File: config.mk
export PLATFORM = sky130hd
export DESIGN_NAME = split_counter
export DESIGN_NICKNAME = d
export VERILOG_FILES = /design/src/rtl/split_cnt_pkg.sv /design/src/rtl/cnt_section.sv /design/src/rtl/carry_pred.sv /design/src/rtl/split_counter.sv
export SDC_FILE = /design/constraint.sdc
export NUM_CORES = 1
export LEC_CHECK = 0
export ABC_CLOCK_PERIOD_IN_PS = 3800
export BUFFER_PORTS_ARGS = -buffer_cell sky130_fd_sc_hd__buf_4
export CORE_UTILIZATION = 54
export DETAILED_ROUTE_END_ITERATION = 8
export PLACE_DENSITY = 0.85
export REMOVE_ABC_BUFFERS = 1
export SLEW_MARGIN = 20
export SYNTH_ARGS = -nofsm -noshare
export SYNTH_HDL_FRONTEND = slang
export SYNTH_SLANG_ARGS = --single-unit
File: constraint.sdc
create_clock -name clk_i -period 3.8 [get_ports clk_i]
set_clock_uncertainty 0.2 [all_clocks]
set_input_delay 0.57 -clock clk_i [delete_from_list [all_inputs] [get_ports clk_i]]
set_output_delay 0.57 -clock clk_i [all_outputs]
set_load 0.02 [all_outputs]
File: src/rtl/split_cnt_pkg.sv
package split_cnt_pkg;
  parameter int unsigned CNT_W_DEF = 31;
  parameter int unsigned LO_W_DEF  = 15;

  typedef enum logic [1:0] {
    OP_HOLD  = 2'd0,
    OP_COUNT = 2'd1,
    OP_LOAD  = 2'd2
  } cnt_op_e;

  function automatic cnt_op_e decode_op(input logic load, input logic en);
    if (load)    return OP_LOAD;
    else if (en) return OP_COUNT;
    else         return OP_HOLD;
  endfunction
endpackage

File: src/rtl/cnt_section.sv
module cnt_section #(
  parameter int unsigned W = 15
) (
  input  logic         clk_i,
  input  logic         rst_ni,
  input  logic         load_i,
  input  logic         inc_i,
  input  logic [W-1:0] d_i,
  output logic [W-1:0] q_o
);
  logic [W-1:0] q;

  always_ff @(posedge clk_i or negedge rst_ni) begin
    if (!rst_ni)     q <= '0;
    else if (load_i) q <= d_i;
    else if (inc_i)  q <= q + W'(1);
  end

  assign q_o = q;
endmodule

File: src/rtl/carry_pred.sv
module carry_pred #(
  parameter int unsigned W = 15
) (
  input  logic         clk_i,
  input  logic         rst_ni,
  input  logic         load_i,
  input  logic         inc_i,
  input  logic [W-1:0] d_i,
  input  logic [W-1:0] lo_i,
  output logic         carry_o
);
  logic carry_q, near_top, load_top;

  // low section one step short of all ones
  generate
    if (W == 1) begin : g_w1
      assign near_top = ~lo_i[0];
    end else begin : g_wn
      assign near_top = (&lo_i[W-1:1]) & ~lo_i[0];
    end
  endgenerate

  assign load_top = &d_i;

  always_ff @(posedge clk_i or negedge rst_ni) begin
    if (!rst_ni)     carry_q <= 1'b0;
    else if (load_i) carry_q <= load_top;
    else if (inc_i)  carry_q <= near_top;
  end

  assign carry_o = carry_q;
endmodule

File: src/rtl/split_counter.sv
module split_counter
  import split_cnt_pkg::*;
#(
  parameter int unsigned CNT_W = CNT_W_DEF,
  parameter int unsigned LO_W  = LO_W_DEF
) (
  input  logic             clk_i,
  input  logic             rst_ni,
  input  logic             load_i,
  input  logic [CNT_W-1:0] data_i,
  input  logic             cnt_en_i,
  input  logic             out_en_i,
  output logic [CNT_W-1:0] cnt_o,
  output logic             cnt_valid_o
);
  localparam int unsigned HI_W = CNT_W - LO_W;

  cnt_op_e         op;
  logic [LO_W-1:0] lo_q;
  logic [HI_W-1:0] hi_q;
  logic            carry_q;
  logic            do_load, do_inc, hi_inc;

  assign op      = decode_op(load_i, cnt_en_i);
  assign do_load = (op == OP_LOAD);
  assign do_inc  = (op == OP_COUNT);
  assign hi_inc  = do_inc & carry_q;

  cnt_section #(.W(LO_W)) u_lo (
    .clk_i  (clk_i),
    .rst_ni (rst_ni),
    .load_i (do_load),
    .inc_i  (do_inc),
    .d_i    (data_i[LO_W-1:0]),
    .q_o    (lo_q)
  );

  cnt_section #(.W(HI_W)) u_hi (
    .clk_i  (clk_i),
    .rst_ni (rst_ni),
    .load_i (do_load),
    .inc_i  (hi_inc),
    .d_i    (data_i[CNT_W-1:LO_W]),
    .q_o    (hi_q)
  );

  carry_pred #(.W(LO_W)) u_carry (
    .clk_i   (clk_i),
    .rst_ni  (rst_ni),
    .load_i  (do_load),
    .inc_i   (do_inc),
    .d_i     (data_i[LO_W-1:0]),
    .lo_i    (lo_q),
    .carry_o (carry_q)
  );

  assign cnt_valid_o = out_en_i;
  assign cnt_o       = out_en_i ? {hi_q, lo_q} : '0;
endmodule

==> impl_metrics.json <==
{
  "peakVddDrop_mv": 0.277,
  "core_um2": 3470,
  "hp-class": "in -> async",
  "drcViolationCount": 0,
  "final-hold-violation-count": 0,
  "antenna_cells": 0,
  "fp.dieW_um": 63.2,
  "antenna_found_initial": 0,
  "numClockSinks": 32,
  "io_pins": 68,
  "finalSetupTns_ns": 0,
  "cpMaxStageDelayCell": "or3_1",
  "route.vias.total": 1934,
  "p_leak_nw": 1.11,
  "hpwl_um": 3450,
  "clk_path_buf_depth": 2,
  "nets": 338,
  "synth_commonest_cells": "35 x nand2_1, 32 x dfrtp_1, 31 x and2_1",
  "post-route-period-util": 0.537,
  "cts_tree": "done",
  "syn_area_per_cell_um2": 8.42,
  "cts-htree-levels": 2,
  "grt.total_usage": 0.276,
  "area_growth_pct": 29.3,
  "cts-buffers-inserted": 5,
  "crit_type": "in -> reg",
  "finalPower_w": 0.000904,
  "synth_edf_count": 0,
  "drv_cap": 0,
  "clk_latency_ns": 0.28,
  "synth_top_area_share": 0.396,
  "outcome": "finished, final reports clean",
  "dieArea_um2": 3990,
  "powerDensity_nw_per_um2": 346,
  "critPathMaxStageDelay_ns": 0.42,
  "port_buffers": 67,
  "cts_setup_buffers": 0,
  "end_kind": "flip-flop",
  "critPathBufInv": 1,
  "cp.arrival_ns": 2.00,
  "crit_top_cell": "o31a_1",
  "ctsResizeCount": 0,
  "syn_inst": 240,
  "synth_cell_types": 29,
  "seq_area_frac_synth": 0.396,
  "wl_um": 4890,
  "synth_area_leaders": "dfrtp_1 40%, and2_1 9.6%, xnor2_1 9.1%",
  "max_freq_ghz": 0.490,
  "place_congestion": 0.828,
  "ant_nets": 0,
  "critPathRequiredTime_ns": 3.76,
  "dieHeight_um": 63.2,
  "startpoint_type": "primary input",
  "start_util": 0.583,
  "synth_seq_cells": 32,
  "grt_pass1_vias": 1870,
  "min_period_ns": 2.04,
  "slew_viol_final": 0,
  "synth_ff_type": "dfrtp_1",
  "yosys_warnings": 0,
  "synth.most_common_cell": "nand2_1",
  "critPathTopFamily": "simple AND/OR/NAND/NOR gates",
  "hold_buffers": 0,
  "post_drt_wl_per_cell_um": 14.1,
  "grt_max_degree": 70,
  "synth_top_cell_by_area": "dfrtp_1",
  "reg2regPathDepth": 4,
  "synthesis.area_um2": 2020,
  "setup_violations": 0,
  "drt_iter0_drc": 122,
  "clk_pin_slew_ns": 0.07,
  "grt_pass1_wl_um": 8710,
  "async_flop_share": 1.00,
  "viasPerCell": 5.57,
  "first_pass_iters": 4,
  "cp_cell_sequence": "buf_4 > nand4_1 > or3_1 > o31a_1 > o31a_1",
  "cts_root_buf": "clkbuf_8",
  "tightest_slew_ns": 0.579,
  "fillers": 309,
  "grt_overflow": 0,
  "rsz0062_at_grt": "false",
  "critPathMaxFanout": 13,
  "cp.depth": 5,
  "drive_above_1_share": 0.246,
  "placementRows": 21,
  "slew_headroom": 0.614
}
==> sequential cells by signal, summed over array words and instances (netlist names) <==
register	flops
u_carry.carry_o	1
u_lo.q_o	15
u_hi.q_o	16
==> final timing paths <==
| kind | to | slack (ns) | from |
|---|---|---|---|
| max | u_hi.q_o[15]$_DFFE_PN0P_ | 1.76 | cnt_en_i |
| min | u_hi.q_o[7]$_DFFE_PN0P_ | 0.02 | rst_ni |
| max reg2reg | u_hi.q_o[15]$_DFFE_PN0P_ | 1.80 | u_hi.q_o[3]$_DFFE_PN0P_ |
| min reg2reg | u_carry.carry_o$_DFFE_PN0P_ | 0.39 | u_carry.carry_o$_DFFE_PN0P_ |
| max in group asynchronous | u_hi.q_o[12]$_DFFE_PN0P_ | 3.09 | rst_ni |
| min in group clk_i | u_hi.q_o[10]$_DFFE_PN0P_ | 0.29 | data_i[25] |
==> through the flow <==
stage               utilization  cells  area [um^2]  setup WS (ns)  hold WS [ns]
global placement          0.728    339         2520           1.56         0.326
detailed placement        0.728    339         2520           1.54         0.332
CTS                       0.754    347         2620           1.78        0.0309
floorplan                     -    226         1960           1.84        0.0744
finish                    0.754    347         2620           1.76        0.0176
global route              0.754    347         2620           1.69        0.0495
==> report_power, final <==
part           internal [W]  leakage, nW  switching (W)
combinational      0.000104        0.676       0.000111
sequential         0.000374        0.388      0.0000471
clock              0.000148       0.0455       0.000122
==> cell type report <==
class | count | area, um^2 | area share
clock buffer | 8 | 90.1 | 0.0344
inverter | 5 | 18.8 | 0.00718
multi-input combinational | 189 | 1140 | 0.438
sequential | 32 | 801 | 0.306
tap | 46 | 57.6 | 0.0220
timing repair buffer | 67 | 503 | 0.192
==> metal layers <==
metal | vias to the layer above | share of wire | track usage
met2 | 84 | 0.51 | 0.478
li1 | 953 | - | -
met4 | 0 | 0.0031 | 0.0938
met1 | 895 | 0.42 | 0.345
met3 | 2 | 0.068 | 0.0489
met5 | - | 0 | 0
==> cells by family after synthesis <==
kind of cell	Yosys count	share of synthesized area
simple gates	126	0.338
compound gates	33	0.0928
flops	32	0.396
xor+xnor	25	0.108
buf+inv	19	0.0377
mux	3	0.0149
fa+ha+maj	2	0.0124
==> cells in the final DEF, fill, tap and decap left out, types with 3 or more instances in the layout <==
cell type,count
and2_1,31
nor2_1,7
nor4_1,12
xor2_1,4
o21ai_0,27
clkbuf_8,6
dfrtp_1,32
nor3_1,10
buf_4,67
inv_1,5
nand2_1,35
nand4_1,15
xnor2_1,21
mux2i_1,3
nand3_1,8
==> worst register-to-register path, cell delays in order (launching register included) <==
cell and delay, ns:
dfrtp_1 0.48, nand4_4 0.19, or3_1 0.43, o31a_1 0.31, o31a_1 0.27
Note: power is estimated with default switching activity, not from simulation.
